**src/rtl/apg_pkg.sv**
```systemverilog
// Package: shared widths, status bit positions and the capture record
// passed between the address-phase stage and the response stage.
package apg_pkg;
    localparam int AD_W    = 32;
    localparam int CBE_W   = 4;
    localparam int STS_W   = 2;
    // Status bit positions, also used by the write-one-to-clear mask.
    localparam int STS_DET = 0;
    localparam int STS_SIG = 1;

    // Outcome of one address phase after its parity line has arrived.
    typedef struct packed {
        logic valid;   // a check completed in this clock
        logic err;     // parity mismatch
        logic hit;     // decoder hit captured in the address phase
    } chk_t;
endpackage

```
**src/rtl/apg_parity_tree.sv**
```systemverilog
// Module: apg_parity_tree
// Computes the XOR of a W-bit vector as a two-level tree: groups of GRP
// bits are reduced first, then the group results are combined.
// Assumes: purely combinational; W >= 1, GRP >= 1.
module apg_parity_tree #(
    parameter int W   = 36,
    parameter int GRP = 8
) (
    input  logic [W-1:0] vec,
    output logic         odd
);
    localparam int NGRP = (W + GRP - 1) / GRP;
    localparam int PADW = NGRP * GRP;

    logic [PADW-1:0] padded;
    logic [NGRP-1:0] part;

    // Zero-extend the input to a whole number of groups.
    always_comb begin
        padded         = '0;
        padded[W-1:0]  = vec;
    end

    genvar g;
    generate
        for (g = 0; g < NGRP; g++) begin : g_grp
            // Reduce one group of GRP bits.
            assign part[g] = ^padded[g*GRP +: GRP];
        end
    endgenerate

    // Combine the group results.
    assign odd = ^part;
endmodule

```
**src/rtl/apg_addr_phase.sv**
```systemverilog
// Module: apg_addr_phase
// Finds the address phase (first clock with frame_n low), captures the
// parity of ad/cbe_n and the decoder hit there, and one clock later
// compares the captured parity with the parity line.
// Assumes: frame_n is high for at least one clock between transactions;
// par in the clock after the address phase covers the address phase.
module apg_addr_phase
    import apg_pkg::*;
#(
    parameter int ADW  = AD_W,
    parameter int CBEW = CBE_W
) (
    input  logic            clk,
    input  logic            rst_n,
    input  logic            frame_n,
    input  logic [ADW-1:0]  ad,
    input  logic [CBEW-1:0] cbe_n,
    input  logic            par,
    input  logic            decode_hit,
    output chk_t            chk
);
    localparam int VW = ADW + CBEW;

    logic frame_prev_n;
    logic addr_phase;
    logic lines_odd;
    logic pend_q;
    logic par_q;
    logic hit_q;

    apg_parity_tree #(.W(VW), .GRP(8)) u_tree (
        .vec ({ad, cbe_n}),
        .odd (lines_odd)
    );

    // Address phase: frame seen low now, high in the previous clock.
    assign addr_phase = !frame_n && frame_prev_n;

    // Track the frame line of the previous clock.
    always_ff @(posedge clk) begin
        if (!rst_n) frame_prev_n <= 1'b1;
        else        frame_prev_n <= frame_n;
    end

    // Capture parity and decode result in the address phase.
    always_ff @(posedge clk) begin
        if (!rst_n) begin
            pend_q <= 1'b0;
            par_q  <= 1'b0;
            hit_q  <= 1'b0;
        end else begin
            pend_q <= addr_phase;
            if (addr_phase) begin
                par_q <= lines_odd;
                hit_q <= decode_hit;
            end
        end
    end

    // Compare with the late parity line in the clock after capture.
    always_comb begin
        chk.valid = pend_q;
        chk.err   = pend_q && (par != par_q);
        chk.hit   = hit_q;
    end
endmodule

```
**src/rtl/apg_response.sv**
```systemverilog
// Module: apg_response
// Turns a completed check into the claim strobe, the claim permit and
// the one-clock system-error pulse with its open-drain enable.
// Assumes: enable bits are sampled in the clock the check completes.
module apg_response
    import apg_pkg::*;
(
    input  logic clk,
    input  logic rst_n,
    input  chk_t chk,
    input  logic cfg_perr_resp,
    input  logic cfg_serr_en,
    output logic claim_valid,
    output logic claim_ok,
    output logic serr_fire,
    output logic serr_n,
    output logic serr_oe
);
    logic block_claim;

    // Response enable turns a parity error into a withheld claim.
    assign block_claim = chk.err && cfg_perr_resp;
    // System error needs both enables.
    assign serr_fire   = chk.err && cfg_perr_resp && cfg_serr_en;

    // Register the claim decision as a one-clock strobe.
    always_ff @(posedge clk) begin
        if (!rst_n) begin
            claim_valid <= 1'b0;
            claim_ok    <= 1'b0;
        end else begin
            claim_valid <= chk.valid;
            claim_ok    <= chk.valid && chk.hit && !block_claim;
        end
    end

    // Drive the open-drain system-error line low for one clock.
    always_ff @(posedge clk) begin
        if (!rst_n) begin
            serr_n  <= 1'b1;
            serr_oe <= 1'b0;
        end else begin
            serr_n  <= !serr_fire;
            serr_oe <= serr_fire;
        end
    end
endmodule

```
**src/rtl/apg_status.sv**
```systemverilog
// Module: apg_status
// Sticky status bits with a masked write-one-to-clear strobe; a set in
// the same clock as a clear wins.
// Assumes: set inputs are single-clock events.
module apg_status
    import apg_pkg::*;
#(
    parameter int N = STS_W
) (
    input  logic         clk,
    input  logic         rst_n,
    input  logic [N-1:0] set,
    input  logic         clr_we,
    input  logic [N-1:0] clr_mask,
    output logic [N-1:0] sts
);
    genvar k;
    generate
        for (k = 0; k < N; k++) begin : g_bit
            // Hold, set or clear one status bit.
            always_ff @(posedge clk) begin
                if (!rst_n)                   sts[k] <= 1'b0;
                else if (set[k])              sts[k] <= 1'b1;
                else if (clr_we && clr_mask[k]) sts[k] <= 1'b0;
            end
        end
    endgenerate
endmodule

```
**src/rtl/addr_parity_guard.sv**
```systemverilog
// Module: addr_parity_guard (top)
// Address parity guard for one bus interface: checks every address
// phase, gates the claim, signals system error and keeps sticky status.
// Assumes: synchronous active-low reset; frame_n active low.
module addr_parity_guard
    import apg_pkg::*;
(
    input  logic             clk,
    input  logic             rst_n,
    input  logic             frame_n,
    input  logic [AD_W-1:0]  ad,
    input  logic [CBE_W-1:0] cbe_n,
    input  logic             par,
    input  logic             decode_hit,
    input  logic             cfg_perr_resp,
    input  logic             cfg_serr_en,
    input  logic             sts_clr_we,
    input  logic [STS_W-1:0] sts_clr_mask,
    output logic             claim_valid,
    output logic             claim_ok,
    output logic             serr_n,
    output logic             serr_oe,
    output logic [STS_W-1:0] status
);
    chk_t             chk;
    logic             serr_fire;
    logic [STS_W-1:0] sts_set;

    apg_addr_phase #(.ADW(AD_W), .CBEW(CBE_W)) u_phase (
        .clk        (clk),
        .rst_n      (rst_n),
        .frame_n    (frame_n),
        .ad         (ad),
        .cbe_n      (cbe_n),
        .par        (par),
        .decode_hit (decode_hit),
        .chk        (chk)
    );

    apg_response u_resp (
        .clk           (clk),
        .rst_n         (rst_n),
        .chk           (chk),
        .cfg_perr_resp (cfg_perr_resp),
        .cfg_serr_en   (cfg_serr_en),
        .claim_valid   (claim_valid),
        .claim_ok      (claim_ok),
        .serr_fire     (serr_fire),
        .serr_n        (serr_n),
        .serr_oe       (serr_oe)
    );

    // Route the error events to their status bit positions.
    always_comb begin
        sts_set          = '0;
        sts_set[STS_DET] = chk.err;
        sts_set[STS_SIG] = serr_fire;
    end

    apg_status #(.N(STS_W)) u_sts (
        .clk      (clk),
        .rst_n    (rst_n),
        .set      (sts_set),
        .clr_we   (sts_clr_we),
        .clr_mask (sts_clr_mask),
        .sts      (status)
    );
endmodule

```
**config.mk**
```make
export PLATFORM = sky130hd
export DESIGN_NAME = addr_parity_guard
export DESIGN_NICKNAME = d
export VERILOG_FILES = /design/src/rtl/apg_pkg.sv /design/src/rtl/apg_parity_tree.sv /design/src/rtl/apg_addr_phase.sv /design/src/rtl/apg_response.sv /design/src/rtl/apg_status.sv /design/src/rtl/addr_parity_guard.sv
export SDC_FILE = /design/constraint.sdc
export NUM_CORES = 1
export LEC_CHECK = 0
export ABC_AREA = 1
export BUFFER_PORTS_ARGS = -buffer_cell sky130_fd_sc_hd__buf_4
export CAP_MARGIN = 30
export CORE_ASPECT_RATIO = 0.6
export CORE_MARGIN = 4
export CORE_UTILIZATION = 45
export CTS_BUF_LIST = sky130_fd_sc_hd__clkbuf_8
export DETAILED_ROUTE_END_ITERATION = 7
export GPL_TIMING_DRIVEN = 0
export MAX_ROUTING_LAYER = met4
export PLACE_DENSITY = 0.76
export SLEW_MARGIN = 20
export SYNTH_ARGS = -nofsm -noshare
export SYNTH_HDL_FRONTEND = slang
export SYNTH_SLANG_ARGS = --single-unit
```
**constraint.sdc**
```tcl
create_clock -name clk -period 2.8 [get_ports clk]
set_clock_uncertainty 0.15 [all_clocks]
set_input_delay 0.56 -clock clk [delete_from_list [all_inputs] [get_ports clk]]
set_output_delay 0.56 -clock clk [all_outputs]
set_load 0.02 [all_outputs]
```
==> impl_metrics.toml, run 1 <==
[run_status]
outcome = "finished clean"

[place]
dp_slack_ps = 913.5
dpl_cell_area_um2 = 1650
port_buffers = 51
place.gp.congestion = 0.7388
dpl.hpwl_mm = 2.285

[pwr]
ir_drop_mv = 0.1735
power_density_nw_per_um2 = 310.1
leakagePower_nw = 1.155
power_w = 0.0005245

[sta]
slew_violations = 0
worst_pin_slew_ps = 179.2
hold_viol_final = 0
setup_viol = 0
slew_headroom_pct = 87.93
period_needed_ps = 1642
final.setup.tns_ps = 0
rsz0062_at_grt = "false"
fmax_mhz = 608.9
holdWs_ps = 292.8
post-route-period-util_pct = 58.66
finalWorstSetupSlack_ps = 1158

[cts]
cts_sinks = 10
clkLatencyLatePin_ps = 230
cts-root-buf = "clkbuf_8"
cts_tree = "yes"
htree_levels = 1
cts_buffers = 3
cts_resized = 0
clockBufferDepth = 2
post_cts_buffers = 0
ctsHoldBuffers = 0
clk_pin_slew_ps = 40

[cells_and_area]
nets = 367
layout_common_cells = "nand2_1 (170), buf_4 (51), inv_1 (34)"
finish.instance_area_um2 = 1692
final_common_cell = "nand2_1"
diodes = 0
layout-drive-gt1-share_pct = 25.08
area_growth_pct = 37.82
fillers = 250

[grt]
grt_max_degree = 6
track_usage_pct = 14.95
grt_pass1_wl_mm = 4.416
grt_pass1_vias = 1167
grt_overflow_total = 0
antenna_found_initial = 0

[worst_setup_path]
worstSetupPathType = "input port to register"
cp-end-kind = "register"
critPathLaunch = "ad[2]"
reg2reg_to = "u_resp.serr_n"
cp.arrival_ps = 1620
r2r-start = "u_phase.par_q"
cp.required_ps = 2780
worst_setup_path_start_kind = "input port"
reg2reg_depth = 5
r2r_setup_slack_ps = 1670
cp_max_fo = 3

[hold_path]
hold_end = "u_resp.claim_valid"
hp-start = "u_phase.pend_q"
holdPathStages = 2
hold_class = "register to register"

[synthesis]
syn-instance-count = 265
synth-seq-area-share_pct = 16.31
synth.avg_cell_area_um2 = 4.632
synthDistinctLibCells = 12
synth-seq-cells = 10
synth.cell_area_um2 = 1227
syn_nets = 311
synth_warnings = 0

[detailed_routing]
drt_iter0_markers = 48
vias_per_cell = 4.228
finalWirelength_mm = 2.549
wire_per_inst_um = 7.262
drt_pass1_iterations = 4
drc_errors = 0
vias = 1484
ant_nets = 0

[floorplanning]
die_x_um = 75.43
die-area_um2 = 3655
die_h_um = 48.46
io_pins = 52
start_util_pct = 47.99
core_um2 = 2557
rows = 14

[flow_run]
cap_violations = 0
sequential cells by signal, indices dropped and copies added (netlist names):
| signal | count |
|---|---|
| u_resp.serr_oe | 1 |
| u_phase.frame_prev_n | 1 |
| u_resp.serr_n | 1 |
| u_phase.hit_q | 1 |
| u_sts.sts | 2 |
| u_resp.claim_ok | 1 |
| u_resp.claim_valid | 1 |
| u_phase.pend_q | 1 |
| u_phase.par_q | 1 |
cells by family after synthesis:
kind of cell / synth area share, %
AOI/OAI and AO/OA: 1.223
xor gates and xnor gates: 2.855
buffers and inverters: 13.76
DFF: 16.31
and+or+nand+nor: 65.85
per-stage QoR:
stage | instances | util (%)
floorplan | 265 | -
global placement | 348 | 64.53
detailed placement | 348 | 64.53
CTS | 351 | 66.14
global route | 351 | 66.14
finish | 351 | 66.14
power by group:
part / total, W / internal (W) / switching, W
combinational: 0.000230 / 0.000104 / 0.000126
clock: 0.000142 / 0.0000934 / 0.0000483
sequential: 0.000152 / 0.000149 / 0.00000307
total: 0.000525 / 0.000347 / 0.000178
layout make-up:
| cell class | instances | area [um^2] | area share (%) |
|---|---|---|---|
| Sequential cell | 10 | 200.2 | 11.83 |
| Clock buffer | 3 | 41.29 | 2.441 |
| Inverter | 45 | 168.9 | 9.985 |
| Multi-Input combinational cell | 210 | 858.3 | 50.74 |
| Tap cell | 32 | 40.04 | 2.367 |
| Timing Repair Buffer | 51 | 382.9 | 22.63 |
routing by layer:
layer | routed length [um] | part of all wire (%) | global-route usage (%)
met3 | 166 | 6.5 | 4.339
met1 | 1335 | 52 | 21.97
met2 | 1047 | 41 | 20.77
met4 | 0 | 0 | 1.744
met5 | 0 | 0 | -
critical path: stages:
cell     delay [ps]
buf_4           120
inv_1            60
nand2_1          50
nand2_1         100
nand2_1          60
nand2_1         100
inv_2            40
nand2_2          50
nand2_2          50
nand2_1          60
nand2_1          50
nand2_1          70
nand2_1          50
nand2_1          50
nand3_1          60
nand2_1          60
inv_1            30
cell usage after synthesis:
cell type / number / area, um^2
a21oi_1: 2 / 10.01
dfxtp_1: 10 / 200.2
inv_1: 34 / 127.6
inv_2: 11 / 41.29
nand2_1: 170 / 638.1
nand2_2: 13 / 81.33
nand3_1: 7 / 35.03
nor2_1: 11 / 41.29
nor2_2: 2 / 12.51
o21ai_0: 1 / 5.000
xnor2_1: 2 / 17.52
xor2_1: 2 / 17.52
worst max path at each step:
stage	endpoint	slack, ps
6_report	u_phase.par_q	1160
2_1_floorplan	u_phase.par_q	1170
5_1_grt	u_phase.par_q	960
4_1_cts	u_phase.par_q	1150
3_3_place_gp	u_phase.par_q	940
3_5_place_dp	u_phase.par_q	910
Note: power is estimated with default switching activity, not from simulation.
==> run 2: changes to the inputs <==
--- a/config.mk
+++ b/config.mk
@@ -5,17 +5,16 @@
 export SDC_FILE = /design/constraint.sdc
 export NUM_CORES = 1
 export LEC_CHECK = 0
-export ABC_AREA = 1
+export ABC_AREA = 0
 export BUFFER_PORTS_ARGS = -buffer_cell sky130_fd_sc_hd__buf_4
 export CAP_MARGIN = 30
-export CORE_ASPECT_RATIO = 0.6
 export CORE_MARGIN = 4
-export CORE_UTILIZATION = 45
+export CORE_UTILIZATION = 39
 export CTS_BUF_LIST = sky130_fd_sc_hd__clkbuf_8
 export DETAILED_ROUTE_END_ITERATION = 7
 export GPL_TIMING_DRIVEN = 0
 export MAX_ROUTING_LAYER = met4
-export PLACE_DENSITY = 0.76
+export PLACE_DENSITY = 0.81
 export SLEW_MARGIN = 20
 export SYNTH_ARGS = -nofsm -noshare
 export SYNTH_HDL_FRONTEND = slang
==> constraint.sdc (replaced) <==
create_clock -name clk -period 1.55 [get_ports clk]
set_clock_uncertainty 0.15 [all_clocks]
set_input_delay 0.31 -clock clk [delete_from_list [all_inputs] [get_ports clk]]
set_output_delay 0.31 -clock clk [all_outputs]
set_load 0.02 [all_outputs]
==> impl_metrics.toml, run 2 <==
[hold_path]
hold_class = "input port to register"
holdPathStages = 2

[cts]
clkLatencyLatePin_ps = 230
cts_buffers = 3
htree_levels = 1
cts_sinks = 10
cts-root-buf = "clkbuf_8"
clk_pin_slew_ps = 40
post_cts_buffers = 0
clockBufferDepth = 2
cts_tree = "yes"

[synthesis]
synth.cell_area_um2 = 626.9
synth.avg_cell_area_um2 = 9.644
synth_flop_cell = "dfxtp_1"
synth-seq-area-share_pct = 31.94
synthArstFlopShare_pct = 0
syn-instance-count = 65
synth-simple-area-share_pct = 12.38
synth_warnings = 0
synth_mux_area_share_pct = 1.597
ys_top_cells_by_count = "xnor2_1 (30), dfxtp_1 (10), nand2_1 (5)"
ys_top_cells_by_area = "xnor2_1 (42%), dfxtp_1 (32%), xor2_1 (5.6%), xnor3_1 (3.6%), and2_1 (3.0%)"
synthDistinctLibCells = 15
synth-compound-area-share_pct = 2.395
synth-xor-area-share_pct = 51.10
syn_nets = 111
yosysTopAreaCell = "xnor2_1"
synth_fa_ha_area_share_pct = 0
yosysMostFrequentCell = "xnor2_1"
synth_edf_count = 0
synth_top_family_by_area = "XOR/XNOR gates"
yosys.area.top_type_share_pct = 41.92
synth-seq-cells = 10

[pwr]
power_w = 0.0009834
ir_drop_mv = 0.6476
power_density_nw_per_um2 = 838.8
leakagePower_nw = 0.5514

[cells_and_area]
area_growth_pct = 87.03
diodes = 0
largest_register = "u_sts.sts"
final_common_cell = "buf_4"
utilization_pct = 77.82
largest_register_ffs = 2
layout-drive-gt1-share_pct = 52.94
layout_common_cells = "buf_4 (42), xnor2_1 (22), dfxtp_1 (10)"
nets = 167

[grt]
track_usage_pct = 15.90
antenna_found_initial = 0
grt_pass1_wl_mm = 2.352
grt_pass1_vias = 632
grt_overflow_total = 0
grt_max_degree = 9

[sta]
fmax_mhz = 637.9
rsz0062_at_grt = "true"
finalWorstSetupSlack_ps = -17.68
setup_viol = 1
post-route-period-util_pct = 101.1
worst_pin_slew_ps = 261.0
period_needed_ps = 1568
slew_headroom_pct = 82.56
hold_viol_final = 0
slew_violations = 0

[floorplanning]
io_pins = 52
rows = 14
die_x_um = 48.09
die_h_um = 48.09
die-area_um2 = 2313
start_util_pct = 41.61
core_um2 = 1506

[worst_setup_path]
reg2reg_depth = 5
cp_max_fo = 1
cp.required_ps = 1520
cp-end-kind = "register"
worstSetupPathType = "input port to register"
worst_setup_path_start_kind = "input port"
cp.arrival_ps = 1530

[detailed_routing]
vias_per_cell = 4.541
ant_nets = 0
drc_errors = 0
vias = 613
finalWirelength_mm = 1.660
wire_per_inst_um = 12.30
drt_iter0_markers = 1
drt_pass1_iterations = 2

[run_status]
outcome = "finished with violations"
violations = "setup timing"

[place]
dpl.hpwl_mm = 1.323
port_buffers = 51
place.gp.congestion = 0.7019

[flow_run]
cap_violations = 0
run 2: critical path, cell delays in order:
cell	delay, ps
buf_6	100
xnor2_2	130
xnor2_1	210
xnor2_1	140
xnor3_1	410
xnor2_1	150
a21oi_1	70
run 2: through the flow:
stage	hold slack (ps)	setup slack (ps)	instance area, um^2	setup TNS (ps)	std cells
3_5_place_dp	309.0	-283.3	1037	-283.3	132
2_1_floorplan	233.0	-76.74	634.4	-76.74	65
6_report	133.4	-17.68	1172	-17.68	135
5_1_grt	128.3	-129.9	1172	-129.9	135
4_1_cts	129.9	-30.65	1142	-30.65	135
3_3_place_gp	296.5	-267.6	1037	-267.6	132
run 2: cells by family after synthesis:
group | Yosys count
xor gates and xnor gates | 35
muxes | 1
buffers and inverters | 1
AOI/OAI and AO/OA | 3
DFF | 10
and+or+nand+nor | 15
run 2: timing repair:
item                       CTS  global route
gates resized for setup     12             5
setup endpoints to repair    1             1
gates cloned                 0             0
hold buffers                 0             0
pin swaps                   11             9
run 2: path summary, 6_finish.rpt:
check                               to  slack (ps)     startpoint
setup / recovery         u_phase.par_q         -20         ad[28]
hold / removal    u_phase.frame_prev_n         130        frame_n
setup reg to reg         u_resp.serr_n         390  u_phase.par_q
hold reg to reg           u_sts.sts[1]         320   u_sts.sts[1]
run 2: per-layer routing:
metal / vias up / global-route usage (%) / share of wire (%)
li1: 310 / - / -
met1: 274 / 13.83 / 30
met2: 25 / 29.55 / 60
met3: 4 / 4.797 / 7.7
met4: 0 / 9.140 / 2.3
met5: - / - / 0
run 2: power breakdown:
part | switching (W) | total [W] | internal, W | leakage, nW
logic | 0.000156 | 0.000443 | 0.000287 | 0.448
clock network | 0.0000877 | 0.000256 | 0.000169 | 0.0216
registers | 0.00000831 | 0.000284 | 0.000276 | 0.0818
total | 0.000252 | 0.000983 | 0.000732 | 0.551
run 2: area by class of cell:
cell class / count / area [um^2]
clock buffer: 3 / 41.29
fill: 116 / 334.1
timing repair buffer: 51 / 416.7
sequential: 10 / 200.2
multi-input combinational: 54 / 490.5
tap: 16 / 20.02
inverter: 1 / 3.754
